### src/rtl/stepgen_pkg.sv
package stepgen_pkg;

  typedef enum logic [1:0] {
    FMT_STEPDIR = 2'd0,
    FMT_UPDOWN  = 2'd1,
    FMT_QUAD    = 2'd2,
    FMT_SPARE   = 2'd3
  } fmt_e;

  // strobes and state handed from control to datapath
  typedef struct packed {
    logic       startStep;
    logic       endStep;
    logic       flipDir;
    logic       active;
    logic [1:0] phase;
  } ctl_bus_t;

  // datapath conditions consumed by control
  typedef struct packed {
    logic pendNz;
    logic wantFwd;
    logic dirFwd;
    logic holdOk;
    logic spaceOk;
    logic setupOk;
  } dp_stat_t;

endpackage

### src/rtl/stepgen_ctrl.sv
module stepgen_ctrl
  import stepgen_pkg::*;
#(
  parameter int TIME_W = 16
) (
  input  logic              clk,
  input  logic              rst_n,
  input  logic              enable,
  input  logic              quadMode,
  input  logic [TIME_W-1:0] effLen,
  input  dp_stat_t          stat,
  output ctl_bus_t          ctl
);

  localparam logic [1:0] LAST_QPH = 2'd2;

  logic              inStep;
  logic [1:0]        subPh;
  logic [TIME_W-1:0] timer;
  logic              advance;

  always_comb begin
    ctl           = '0;
    ctl.active    = inStep;
    ctl.phase     = subPh;
    advance       = 1'b0;
    if (!enable) begin
      ctl.endStep = inStep;
    end else if (inStep) begin
      if (timer == TIME_W'(1)) begin
        if (quadMode && subPh != LAST_QPH) advance = 1'b1;
        else                               ctl.endStep = 1'b1;
      end
    end else if (stat.pendNz) begin
      if (stat.wantFwd != stat.dirFwd) begin
        ctl.flipDir = stat.holdOk;
      end else begin
        ctl.startStep = stat.spaceOk && stat.setupOk;
      end
    end
  end

  always_ff @(posedge clk) begin
    if (!rst_n) begin
      inStep <= 1'b0;
      subPh  <= '0;
      timer  <= '0;
    end else if (ctl.startStep) begin
      inStep <= 1'b1;
      subPh  <= '0;
      timer  <= effLen;
    end else if (ctl.endStep) begin
      inStep <= 1'b0;
      subPh  <= '0;
      timer  <= '0;
    end else if (advance) begin
      subPh  <= subPh + 2'd1;
      timer  <= effLen;
    end else if (inStep) begin
      timer  <= timer - TIME_W'(1);
    end
  end

endmodule

### src/rtl/stepgen_dp.sv
module stepgen_dp
  import stepgen_pkg::*;
#(
  parameter int ACC_W  = 32,
  parameter int TIME_W = 16,
  parameter int CNT_W  = 32,
  parameter int PEND_W = 8
) (
  input  logic                    clk,
  input  logic                    rst_n,
  input  logic                    enable,
  input  logic signed [ACC_W-1:0] rate,
  input  logic [TIME_W-1:0]       stepLen,
  input  logic [TIME_W-1:0]       stepSpace,
  input  logic [TIME_W-1:0]       dirSetup,
  input  logic [TIME_W-1:0]       dirHold,
  input  logic [1:0]              outFmt,
  input  ctl_bus_t                ctl,
  output dp_stat_t                stat,
  output logic [TIME_W-1:0]       effLen,
  output logic                    pinA,
  output logic                    pinB,
  output logic signed [CNT_W-1:0] stepCount
);

  localparam int AGE_W = TIME_W + 1;
  localparam int PW2   = PEND_W + 2;
  localparam logic signed [PW2-1:0] P_HI = PW2'((1 << (PEND_W - 1)) - 1);
  localparam logic signed [PW2-1:0] P_LO = -P_HI;

  function automatic logic [AGE_W-1:0] effOf(input logic [TIME_W-1:0] w);
    return (w == '0) ? AGE_W'(1) : {1'b0, w};
  endfunction

  logic [ACC_W-1:0]         phaseAcc, phaseNext;
  logic                     fwdReq, revReq;
  logic signed [PEND_W-1:0] pending;
  logic signed [PW2-1:0]    pSum, pIn, pIssue;
  logic                     dirFwd;
  logic [AGE_W-1:0]         sinceEnd, sinceDir;
  fmt_e                     fmt;

  assign effLen = (stepLen == '0) ? TIME_W'(1) : stepLen;
  assign fmt    = fmt_e'(outFmt);

  // phase accumulator and request detection
  assign phaseNext = phaseAcc + rate;
  assign fwdReq    = enable && !rate[ACC_W-1] && (phaseNext < phaseAcc);
  assign revReq    = enable &&  rate[ACC_W-1] && (phaseNext > phaseAcc);

  always_ff @(posedge clk) begin
    if (!rst_n || !enable) phaseAcc <= '0;
    else                   phaseAcc <= phaseNext;
  end

  // request queue as a signed backlog
  always_comb begin
    pIn    = fwdReq ? PW2'(1) : (revReq ? '1 : '0);
    pIssue = ctl.startStep ? (dirFwd ? PW2'(1) : '1) : '0;
    pSum   = PW2'(pending) + pIn - pIssue;
  end

  always_ff @(posedge clk) begin
    if (!rst_n || !enable)  pending <= '0;
    else if (pSum > P_HI)   pending <= PEND_W'(P_HI);
    else if (pSum < P_LO)   pending <= PEND_W'(P_LO);
    else                    pending <= PEND_W'(pSum);
  end

  // direction and timing ages
  always_ff @(posedge clk) begin
    if (!rst_n) begin
      dirFwd   <= 1'b1;
      sinceEnd <= '1;
      sinceDir <= '1;
    end else begin
      if (ctl.flipDir) dirFwd <= !dirFwd;

      if (ctl.endStep)                     sinceEnd <= AGE_W'(1);
      else if (!ctl.active && sinceEnd != '1) sinceEnd <= sinceEnd + AGE_W'(1);

      if (ctl.flipDir)         sinceDir <= AGE_W'(1);
      else if (sinceDir != '1) sinceDir <= sinceDir + AGE_W'(1);
    end
  end

  always_comb begin
    stat.pendNz  = (pending != '0);
    stat.wantFwd = !pending[PEND_W-1];
    stat.dirFwd  = dirFwd;
    stat.holdOk  = sinceEnd >= effOf(dirHold);
    stat.spaceOk = sinceEnd >= effOf(stepSpace);
    stat.setupOk = sinceDir >= effOf(dirSetup);
  end

  // position feedback
  always_ff @(posedge clk) begin
    if (!rst_n)             stepCount <= '0;
    else if (ctl.startStep) stepCount <= dirFwd ? stepCount + CNT_W'(1)
                                                : stepCount - CNT_W'(1);
  end

  // pin encoding
  always_comb begin
    pinA = 1'b0;
    pinB = 1'b0;
    unique case (fmt)
      FMT_UPDOWN: begin
        pinA = ctl.active &&  dirFwd;
        pinB = ctl.active && !dirFwd;
      end
      FMT_QUAD: begin
        if (ctl.active) begin
          unique case (ctl.phase)
            2'd0:    {pinA, pinB} = dirFwd ? 2'b01 : 2'b10;
            2'd1:    {pinA, pinB} = 2'b11;
            default: {pinA, pinB} = dirFwd ? 2'b10 : 2'b01;
          endcase
        end
      end
      default: begin
        pinA = ctl.active;
        pinB = dirFwd;
      end
    endcase
  end

endmodule

### src/rtl/step_pulse_gen.sv
module step_pulse_gen
  import stepgen_pkg::*;
#(
  parameter int ACC_W  = 32,
  parameter int TIME_W = 16,
  parameter int CNT_W  = 32,
  parameter int PEND_W = 8
) (
  input  logic                    clk,
  input  logic                    rst_n,
  input  logic                    enable,
  input  logic signed [ACC_W-1:0] rate,
  input  logic [TIME_W-1:0]       stepLen,
  input  logic [TIME_W-1:0]       stepSpace,
  input  logic [TIME_W-1:0]       dirSetup,
  input  logic [TIME_W-1:0]       dirHold,
  input  logic [1:0]              outFmt,
  output logic                    pinA,
  output logic                    pinB,
  output logic signed [CNT_W-1:0] stepCount
);

  ctl_bus_t          ctl;
  dp_stat_t          stat;
  logic [TIME_W-1:0] effLen;

  stepgen_ctrl #(.TIME_W(TIME_W)) u_ctrl (
    .clk      (clk),
    .rst_n    (rst_n),
    .enable   (enable),
    .quadMode (outFmt == FMT_QUAD),
    .effLen   (effLen),
    .stat     (stat),
    .ctl      (ctl)
  );

  stepgen_dp #(
    .ACC_W (ACC_W),
    .TIME_W(TIME_W),
    .CNT_W (CNT_W),
    .PEND_W(PEND_W)
  ) u_dp (
    .clk      (clk),
    .rst_n    (rst_n),
    .enable   (enable),
    .rate     (rate),
    .stepLen  (stepLen),
    .stepSpace(stepSpace),
    .dirSetup (dirSetup),
    .dirHold  (dirHold),
    .outFmt   (outFmt),
    .ctl      (ctl),
    .stat     (stat),
    .effLen   (effLen),
    .pinA     (pinA),
    .pinB     (pinB),
    .stepCount(stepCount)
  );

endmodule

### config.mk
export PLATFORM = sky130hd
export DESIGN_NAME = step_pulse_gen
export DESIGN_NICKNAME = d
export VERILOG_FILES = /design/src/rtl/stepgen_pkg.sv /design/src/rtl/stepgen_ctrl.sv /design/src/rtl/stepgen_dp.sv /design/src/rtl/step_pulse_gen.sv
export SDC_FILE = /design/constraint.sdc
export NUM_CORES = 1
export LEC_CHECK = 0
export BUFFER_PORTS_ARGS = -buffer_cell sky130_fd_sc_hd__buf_2
export CORE_MARGIN = 2
export CORE_UTILIZATION = 51
export CTS_BUF_LIST = sky130_fd_sc_hd__clkbuf_8
export DETAILED_ROUTE_END_ITERATION = 10
export PLACE_DENSITY = 0.79
export SLEW_MARGIN = 20
export SYNTH_ARGS = -nofsm -noshare
export SYNTH_HDL_FRONTEND = slang
export SYNTH_SLANG_ARGS = --single-unit
### constraint.sdc
create_clock -name clk -period 14.13 [get_ports clk]
set_input_delay 1.413 -clock clk [delete_from_list [all_inputs] [get_ports clk]]
set_output_delay 1.413 -clock clk [all_outputs]
set_load 0.02 [all_outputs]
Yosys cells after proc, flatten, opt, wreduce, memory -nomap -nowiden --
Index checks and enable logic that the tools add are counted. Widths: inputs -> output; s select.
Storage, ports and cells: register bits after elaboration 126, input port bits 101, word-level logic and storage cells 112, output and inout port bits 34
Cells by class: magnitude comparators 7, muxes and demuxes 45, reduce and logical (&&, ||, !) cells 30, $add $sub $neg 9, equal/unequal tests 8, bitwise operators 1
Operators by type and width (count):
- $mux 16 | 8
- $mux 17 | 4
- $logic_not 16->1 | 4
- $ge 17x17->1 | 3
- $mux 10 | 4
- $add 17x1->17 const B | 2
- $ne 17x17->1 const B | 2
- $add 32x2->32 const B | 1
- $add 32x32->32 | 1
- $gt 32x32->1 | 1
- $lt 32x32->1 | 1
- $mux 32 | 1
- $sub 32x2->32 const B | 1
- $mux 1 | 20
- $eq 16x1->1 const B | 1
- $sub 16x1->16 const B | 1
- $add 8x10->10 | 1
- $gt 10x8->1 const B | 1
- $lt 10x8->1 const B | 1
- $sub 10x10->10 | 1
- $logic_and 1x1->1 | 9
- $mux 8 | 1
- $pmux 1 s2 | 4
- $reduce_bool 8->1 | 1
- other kinds (15) | 26

Logic depth before layout (Yosys ltp) --
Gate-level depths: netlist (run 1).
depth in word-level cells 13, gate-level depth with buffers 29, gate-level depth less buffers 29

Cells and area by module --
Synthesis (run 1) repeated with hierarchy kept, for this count alone.
Second synthesis, totals: cell total of the unflattened synthesis 1379, area, all modules 11225.8 µm²
Modules (own cells, without submodules):
- stepgen_dp | cells each 1216, times used 1, sequential area each 2142.1 µm², area each 9793.1 µm²
- stepgen_ctrl | cells each 162, times used 1, sequential area each 380.4 µm², area each 1418.9 µm²
- step_pulse_gen | cells each 1, times used 1, sequential area each 0.0 µm², area each 13.8 µm²

Worst setup path before layout (run 1) --
OpenSTA, ideal clock, no wires.
path kind input -> register, start point input rate[0], end point register u_dp.pending[0], required time 14008 ps, path buffers 0, library setup time 122 ps, slack 6771 ps, stages 27, arrival time 7237 ps, cells stage by stage ha_1 -> inv_1 -> fa_1 -> nor2b_1 -> o31ai_1 -> a211o_1 -> nand3_1 -> a31oi_1 -> a211oi_1 -> o21ai_0 -> o31a_1 -> ha_1 -> nand4_1 -> or2_2 -> nor4_1 -> a211oi_1 -> nor2_1 -> fa_1 -> ha_1 -> nor2b_1 -> o21ai_1 -> a21oi_1 -> o31ai_1 -> a21oi_1 -> xor2_1 -> nand3_1 -> o311a_1
On the way: cells in the longest elaborated chain, start to end 10, elaborated cells between the ends (all ways) 13, classes of those cells add/sub: 3; order compare: 4; mux: 4; reduce/logical: 2
Ends and longest elaborated chain:
- start, declared | line step_pulse_gen.sv:12 | input logic signed [ACC_W-1:0] rate,
- $add 32x32->32 (*) | line stepgen_dp.sv:47 | assign phaseNext = phaseAcc + rate;
- via u_dp.phaseNext[30] | line stepgen_dp.sv:35 | logic [ACC_W-1:0] phaseAcc, phaseNext;
- $gt 32x32->1 | line stepgen_dp.sv:49 | assign revReq = enable && rate[ACC_W-1] && (phaseNext > phaseAcc);
- $logic_and 1x1->1 | line stepgen_dp.sv:49
- $mux 10 | line stepgen_dp.sv:58 | pIn = fwdReq ? PW2'(1) : (revReq ? '1 : '0);
- $mux 10 (*) | line stepgen_dp.sv:58
- $add 8x10->10 (*) | line stepgen_dp.sv:60 | pSum = PW2'(pending) + pIn - pIssue;
- $sub 10x10->10 (*) | line stepgen_dp.sv:60
- $lt 10x8->1 | line stepgen_dp.sv:66 | else if (pSum < P_LO) pending <= PEND_W'(P_LO);
- $mux 8 | line stepgen_dp.sv:66
- $mux 7 (*) | line stepgen_dp.sv:65 | else if (pSum > P_HI) pending <= PEND_W'(P_HI);
- end signal, assigned | line stepgen_dp.sv:65
- end signal, assigned | line stepgen_dp.sv:66
- end signal, assigned | line stepgen_dp.sv:67 | else pending <= PEND_W'(pSum);
- end, declared | line stepgen_dp.sv:37 | logic signed [PEND_W-1:0] pending;
Mark *: on every way through the listed nets, which the timed path passes. The rest lies on a longest branch. A chain may end at the register's enable or synchronous reset.

Final worst setup path (run 1) --
start point input rate[0], end point register u_dp.pending[1]
The elaborated chain is that of the path after synthesis.

==> flow_summary_export.csv, run 1 <==
group,metric,value,unit
cells_and_area,antenna_cells,0,
clock_network,numCtsBuffers,17,
grt,antenna_found_initial,0,
clock_network,cts_setup_buffers,0,
routing,drtAntennaViolNets,0,
cells_and_area,area_growth_syn_to_layout,11.03,%
run,cap_violations,0,
grt,grt_overflow_total,0,
routing,wl,27600,um
logic_synthesis,syn_area_per_cell,7.874,um^2
cells_and_area,mostFrequentLayoutCell,"ha_1",
logic_synthesis,synth_seq_area_share,22.28,%
setup_path,timing.rr.end,"u_dp.pending[1]",
sta,min_period_over_period,56.16,%
routing,drc,0,
setup_path,cp_max_fo,7,
floorplanning,die_x,153.0,um
logic_synthesis,syn_inst,1438,
sta,min_period,7936,ps
routing,dr.first_iter.drc_count,615,
clock_network,clk-insertion-delay-late,450,ps
sta,clock.fmax,0.1260,GHz
power_and_ir_drop,p_sw,1.002,mW
power_and_ir_drop,p_int,1.134,mW
sta,hold_viol,0,
power_and_ir_drop,seq_power_share,26.4,%
logic_synthesis,async_flop_share,0,%
grt,grt_pass1_wl,46670,um
clock_network,cts.reportedPaths.clkPinSlew,70,ps
power_and_ir_drop,switching_share,46.92,%
setup_path,arrival,8270,ps
placed_design,dpl.hpwl,21040,um
placed_design,pre_cts_ws,5788,ps
floorplanning,die_h,153.0,um
floorplanning,start_util,51.89,%
logic_synthesis,synth-main-ff-cell,"dfxtp_1",
clock_network,cts.sinks,126,
setup_path,reg2regPathDepth,27,
clock_network,clockRootBuffer,"clkbuf_8",
sta,timing_worst_slew_pin_value,921.9,ps
routing,vias,10750,
sta,relSlewSlack,38.45,%
setup_path,criticalPathCategory,"in -> reg",
sta,skew,14.97,ps
logic_synthesis,synth.net_count,1710,
floorplanning,std_cell_rows,54,
logic_synthesis,ys_types,79,
power_and_ir_drop,vdd_drop_max,0.09547,mV
setup_path,worstSetupEndpointType,"register",
logic_synthesis,ys_warn_count,0,
floorplanning,ioPinCount,135,
clock_network,cts_tree,"built",
power_and_ir_drop,combinationalPowerShare,59.3,%
power_and_ir_drop,pwr-share-clk,14.3,%
sta,grt_setup_unrepaired,"false",
placed_design,gp_congestion,0.8888,
cells_and_area,mostFrequentLayoutCells,"ha_1 (161), buf_2 (134), nand2_1 (128), inv_1 (128), dfxtp_1 (126)",
logic_synthesis,synth_edf_count,0,
routing,drt-pass1-iter-count,5,
sta,setup_slack,6194,ps
logic_synthesis,synth_area,0.01132,mm^2
power_and_ir_drop,p_per_area,169.9,mW/mm^2
setup_path,cp.required,14470,ps
cells_and_area,nets,1825,
min_path,min_to,"u_dp.stepCount[31]",
clock_network,hold_buffers,0,
cells_and_area,drive_gt1_share,12.99,%
floorplanning,core_area,0.02182,mm^2
min_path,min_from,"u_dp.stepCount[31]",
sta,report.final.slew_viol_count,0,
routing,avgViaCountPerCell,5.831,
run_status,status,"complete, no violations",
power_and_ir_drop,p_leak,5.987,nW
clock_network,cts_resized,0,
placed_design,port_buffers,134,
setup_path,r2r_setup_slack,6950,ps
clock_network,max-clock-path-buffers,2,
min_path,hold_depth,2,
setup_path,r2r-start,"u_dp.phaseAcc[0]",
logic_synthesis,ys_ff_latch,126,
sta,finalSetupViolCount,0,
sta,fin_tns_setup,0,ps
setup_path,start_kind,"input pin",
clock_network,cts_htree_levels,4,
grt,first_global_vias,10180,
grt,grt_max_degree,63,
grt,grt_usage,23.44,%
min_path,min_path_type,"reg -> reg",
floorplanning,die-area,0.02341,mm^2
routing,wl_per_cell,14.97,um
## worst max path at each step
stage	startpoint	to	slack (ps)	cells past startpoint
global placement	rate[0]	u_dp.pending[1]	6140	28
detailed placement	rate[0]	u_dp.pending[1]	5790	28
global route	rate[0]	u_dp.pending[1]	5700	28
CTS	rate[0]	u_dp.pending[1]	6230	28
floorplan	rate[0]	u_dp.pending[0]	6770	27
finish	rate[0]	u_dp.pending[1]	6190	28
## per-layer routing
layer / track usage (%) / wire length (um) / up-vias
li1: - / - / 5433
met1: 30.14 / 12800 / 5012
met2: 39.21 / 12760 / 245
met3: 4.565 / 1279 / 56
met4: 8.422 / 757 / 0
met5: 0 / 0 / -
## power by group through the flow
stage / logic, mW / registers (mW) / clock network [mW]
6_report: 1.27 / 0.564 / 0.305
3_3_place_gp: 1.21 / 0.567 / 0
2_1_floorplan: 0.999 / 0.549 / 0
5_1_grt: 1.43 / 0.580 / 0.333
3_5_place_dp: 1.25 / 0.570 / 0
4_1_cts: 1.26 / 0.563 / 0.313
## Yosys cell counts, types with 6 or more instances
library cell / count / share of area, %
o21ai_1: 6 / 0.27
nor4_1: 21 / 1.2
o211a_1: 7 / 0.62
and2_1: 27 / 1.5
or2_2: 7 / 0.39
a21oi_1: 106 / 4.7
clkbuf_1: 28 / 0.93
mux2i_1: 15 / 1.3
fa_1: 10 / 1.8
xor2_1: 30 / 2.3
inv_1: 126 / 4.2
dfxtp_1: 126 / 22
nand3_1: 58 / 2.6
nor2b_1: 14 / 0.77
xnor2_1: 53 / 4.1
nor3_1: 25 / 1.1
o21ai_0: 90 / 4.0
or3_1: 8 / 0.44
nand4_1: 30 / 1.7
nor2_1: 92 / 3.0
ha_1: 161 / 18
o211ai_1: 19 / 1.3
a21o_1: 40 / 2.7
o21a_1: 9 / 0.60
a221o_1: 6 / 0.53
a31oi_1: 13 / 0.72
buf_2: 13 / 0.57
nand2_1: 128 / 4.2
nand3b_1: 9 / 0.60
and3_1: 21 / 1.2
o21bai_1: 9 / 0.60
nand2b_1: 10 / 0.55
o22ai_1: 8 / 0.44
a211oi_1: 18 / 1.2
## layout make-up
| class | count | area [um^2] |
|---|---|---|
| clock buffers | 19 | 261.5 |
| repair buffers | 142 | 730.7 |
| fillers | 2002 | 9251 |
| multi-input cells | 1140 | 8133 |
| inverters | 126 | 473.0 |
| flip-flops and latches | 126 | 2522 |
| well taps | 280 | 350.3 |
| clock inverters | 10 | 101.3 |
## registers in the layout, indices dropped and copies added, names as in the netlist
name            flops
u_dp.phaseAcc      32
u_dp.stepCount     32
u_dp.sinceDir      17
u_dp.sinceEnd      17
u_ctrl.timer       16
u_dp.pending        8
u_ctrl.subPh        2
u_ctrl.inStep       1
u_dp.dirFwd         1
## metrics by stage
step / hold WS (ps) / cell area, um^2 / utilization (%) / instances / power [mW]
after detailed placement: 461.6 / 12210 / 55.95 / 1814 / 1.822
after CTS: 471.3 / 12570 / 57.61 / 1843 / 2.136
final: 468.7 / 12570 / 57.61 / 1843 / 2.136
after global placement: 450.0 / 12210 / 55.95 / 1814 / 1.780
after global routing: 489.5 / 12570 / 57.61 / 1843 / 2.347
after floorplan: 475.9 / 11320 / - / 1438 / 1.547
## worst max-delay path: stages
cell and delay (ps):
buf_2 120, ha_1 220, inv_1 80, fa_1 220
nor2b_1 80, o31ai_1 340, a211o_1 220, nand3_1 130
a31oi_1 400, a21oi_1 160, a31oi_1 320, xnor2_1 130
ha_1 290, nand4_1 80, or2_2 310, nor4_1 350
a211oi_1 190, nor2_1 530, fa_1 530, ha_1 340
nor2b_1 140, o21ai_1 150, a21oi_1 110, o31ai_1 250
a21oi_1 120, xor2_1 410, o211ai_1 250, a221oi_1 390
## cell families (layout without fill, tap and decap cells)
| group | Yosys count | in the layout | share of synthesized area [%] |
|---|---|---|---|
| flops | 126 | 126 | 22.28 |
| fa+ha+maj | 171 | 171 | 19.56 |
| compound gates | 392 | 392 | 22.69 |
| buf+inv | 172 | 297 | 5.989 |
| xor+xnor | 83 | 83 | 6.420 |
| mux | 16 | 16 | 1.425 |
| simple gates | 478 | 478 | 21.65 |
(Power assumes the default switching activity.)
==> run 2, diff against run 1 <==
--- a/config.mk
+++ b/config.mk
@@ -5,12 +5,13 @@
 export SDC_FILE = /design/constraint.sdc
 export NUM_CORES = 1
 export LEC_CHECK = 0
+export ABC_AREA = 1
 export BUFFER_PORTS_ARGS = -buffer_cell sky130_fd_sc_hd__buf_2
 export CORE_MARGIN = 2
 export CORE_UTILIZATION = 51
 export CTS_BUF_LIST = sky130_fd_sc_hd__clkbuf_8
 export DETAILED_ROUTE_END_ITERATION = 10
-export PLACE_DENSITY = 0.79
+export PLACE_DENSITY = 0.82
 export SLEW_MARGIN = 20
 export SYNTH_ARGS = -nofsm -noshare
 export SYNTH_HDL_FRONTEND = slang
==> constraint.sdc (replaced) <==
create_clock -name clk -period 6.9 [get_ports clk]
set_input_delay 0.69 -clock clk [delete_from_list [all_inputs] [get_ports clk]]
set_output_delay 0.69 -clock clk [all_outputs]
set_load 0.02 [all_outputs]
==> flow_summary_export.csv, run 2 <==
group,metric,value,unit
placed_design,port_buffers,134,
floorplanning,die-area,0.02593,mm^2
cells_and_area,mostFrequentLayoutCell,"nand2_1",
setup_path,criticalPathCategory,"reg -> reg",
run,cap_violations,0,
setup_path,r2r-start,"u_dp.phaseAcc[0]",
placed_design,dpl.hpwl,26980,um
run_status,status,"complete, no violations",
clock_network,cts.sinks,126,
clock_network,cts_setup_buffers,0,
sta,min_period_over_period,85.59,%
routing,wl_per_cell,13.60,um
setup_path,arrival,6280,ps
sta,hold_viol,0,
cells_and_area,final_cells,2488,
floorplanning,ioPinCount,135,
routing,avgViaCountPerCell,5.349,
routing,wl,33830,um
min_path,min_to,"u_dp.stepCount[7]",
grt,grt_util_met1,34.38,%
power_and_ir_drop,p_leak,7.529,nW
sta,relSlewSlack,28.41,%
min_path,min_path_type,"reg -> reg",
setup_path,cp_slowest_cell,"fa_1",
setup_path,max_stage_delay,480,ps
grt,grt_overflow_total,0,
cells_and_area,area_growth_syn_to_layout,10.77,%
clock_network,hold_buffers,0,
power_and_ir_drop,p_per_area,380.9,mW/mm^2
sta,clock.fmax,0.1693,GHz
routing,dr.first_iter.drc_count,932,
sta,setup_slack,994.5,ps
logic_synthesis,synth_top_area_cell,"dfxtp_1",
logic_synthesis,synth_area,0.01258,mm^2
grt,first_global_vias,12460,
floorplanning,core_area,0.02425,mm^2
sta,skew,19.36,ps
sta,timing_worst_slew_pin_value,1066,ps
floorplanning,std_cell_rows,57,
setup_path,cp_max_fo,7,
setup_path,startpoint,"u_dp.phaseAcc[0]",
cells_and_area,mostFrequentLayoutCells,"nand2_1 (537), inv_1 (301), nor2_1 (260)",
placed_design,pre_cts_ws,688.4,ps
setup_path,reg2regPathDepth,37,
grt,grt_max_degree,61,
grt,grt_pass1_wl,57030,um
logic_synthesis,ys_ff_latch,126,
setup_path,cp.required,7280,ps
logic_synthesis,synth-main-ff-cell,"dfxtp_1",
min_path,min_from,"u_dp.stepCount[7]",
routing,vias,13310,
logic_synthesis,syn_area_per_cell,6.208,um^2
logic_synthesis,synth_seq_area_share,20.06,%
routing,drt-pass1-iter-count,5,
clock_network,numCtsBuffers,17,
grt,antenna_found_initial,0,
setup_path,timing.rr.end,"u_dp.pending[4]",
clock_network,cts_htree_levels,4,
cells_and_area,antenna_cells,0,
setup_path,start_kind,"register",
floorplanning,die_x,161.0,um
power_and_ir_drop,vdd_drop_max,0.1939,mV
logic_synthesis,synthTopCellsByArea,"dfxtp_1 (20%), nand2_1 (16%), ha_1 (16%), inv_1 (9.0%), nor2_1 (7.8%)",
logic_synthesis,async_flop_share,0,%
logic_synthesis,yosysMostFrequentCell,"nand2_1",
clock_network,cts_tree,"built",
logic_synthesis,synth.net_count,2298,
clock_network,max-clock-path-buffers,2,
clock_network,cts_resized,0,
grt,grt_usage,26.20,%
logic_synthesis,ys_types,44,
routing,drtAntennaViolNets,0,
floorplanning,start_util,51.87,%
placed_design,placed_area,0.01352,mm^2
placed_design,gp_congestion,0.9940,
min_path,hold_depth,2,
cells_and_area,nets,2423,
sta,min_period,5905,ps
clock_network,clockRootBuffer,"clkbuf_8",
setup_path,cp_common_cell,"nand2_1",
placed_design,place_inst,2456,
routing,drc,0,
setup_path,r2r_setup_slack,990,ps
sta,grt_setup_unrepaired,"false",
sta,fin_tns_setup,0,ps
clock_network,cts.reportedPaths.clkPinSlew,90,ps
grt,gr-usage-met3,3.005,%
grt,grt_busiest_layer,"met2",
logic_synthesis,synth_top_area_share,20.06,%
logic_synthesis,synthTopCellsByCount,"nand2_1 (537), inv_1 (302), nor2_1 (260)",
clock_network,clk-insertion-delay-late,450,ps
setup_path,worstSetupEndpointType,"register",
logic_synthesis,syn_inst,2026,
logic_synthesis,synth_edf_count,0,
floorplanning,die_h,161.0,um
cells_and_area,drive_gt1_share,8.641,%
grt,grtUsageMet2,44.58,%
logic_synthesis,ys_warn_count,0,
cells_and_area,reg.largest.list,"u_dp.phaseAcc: 32 flops, u_dp.stepCount: 32 flops",
cells_and_area,design_area,0.01393,mm^2
sta,report.final.slew_viol_count,0,
sta,finalSetupViolCount,0,
==> run 2: cell count changes after synthesis, moves of 15 or more <==
cell | previous run | this run
xnor2_1 | 53 | 18
a21oi_1 | 106 | 153
a21o_1 | 40 | 10
xor2_1 | 30 | 50
and2_1 | 27 | 4
nand2_1 | 128 | 537
nand3_1 | 58 | 101
mux2i_1 | 15 | 0
nand4_1 | 30 | 49
a211oi_1 | 18 | 2
nor2_1 | 92 | 260
and3_1 | 21 | 1
inv_1 | 126 | 302
==> run 2: worst max-delay path by stage <==
stage / end / slack, ps
6_report: u_dp.pending[4] / 990
5_1_grt: u_dp.pending[6] / 380
4_1_cts: u_dp.pending[1] / 1090
3_5_place_dp: u_dp.pending[1] / 690
3_3_place_gp: u_dp.pending[3] / 840
2_1_floorplan: u_dp.pending[3] / 1640
==> run 2: per-stage QoR <==
stage	hold WS, ps	util (%)	power [mW]
after floorplan	453.6	-	3.816
after global placement	471.5	55.75	4.475
after detailed placement	474.5	55.75	4.578
after CTS	490.7	57.46	5.291
after global routing	506.9	57.46	5.877
final	485.9	57.46	5.307
==> run 2: cells by family after synthesis <==
family / count (synthesis) / share of synthesized area, %
AOI/OAI and AO/OA: 302 / 13.17
xor gates and xnor gates: 68 / 4.735
and+or+nand+nor: 1021 / 33.96
DFF: 126 / 20.06
buffers and inverters: 338 / 10.47
adders and majority gates: 171 / 17.61
==> run 2: power by group <==
group | leakage (nW) | internal [mW] | switching [mW] | total [mW]
Combinational | 6.28 | 1.24 | 2.14 | 3.39
Clock | 0.208 | 0.348 | 0.343 | 0.691
Sequential | 1.04 | 0.961 | 0.267 | 1.23
==> run 2: final cells by class <==
cell class,count,area [um^2]
Sequential cell,126,2522
Clock inverter,13,151.4
Timing Repair Buffer,139,708.2
Fill cell,2456,10320
Inverter,305,1145
Clock buffer,19,261.5
Multi-Input combinational cell,1562,8738
Tap cell,324,405.4
==> run 2: critical path: cells and delay by family, from the launching register on <==
kind / cells / cell delay [ps]
AOI/OAI and AO/OA: 1 / 330
and+or+nand+nor: 25 / 2660
DFF: 1 / 360
xor gates and xnor gates: 1 / 220
buffers and inverters: 5 / 600
adders and majority gates: 5 / 1670
==> run 2: metal layers <==
| layer | share of wire (%) | vias up |
|---|---|---|
| met2 | 46 | 426 |
| met4 | 2.5 | 0 |
| met3 | 5.4 | 66 |
| met5 | 0 | - |
| li1 | - | 6835 |
| met1 | 46 | 5982 |
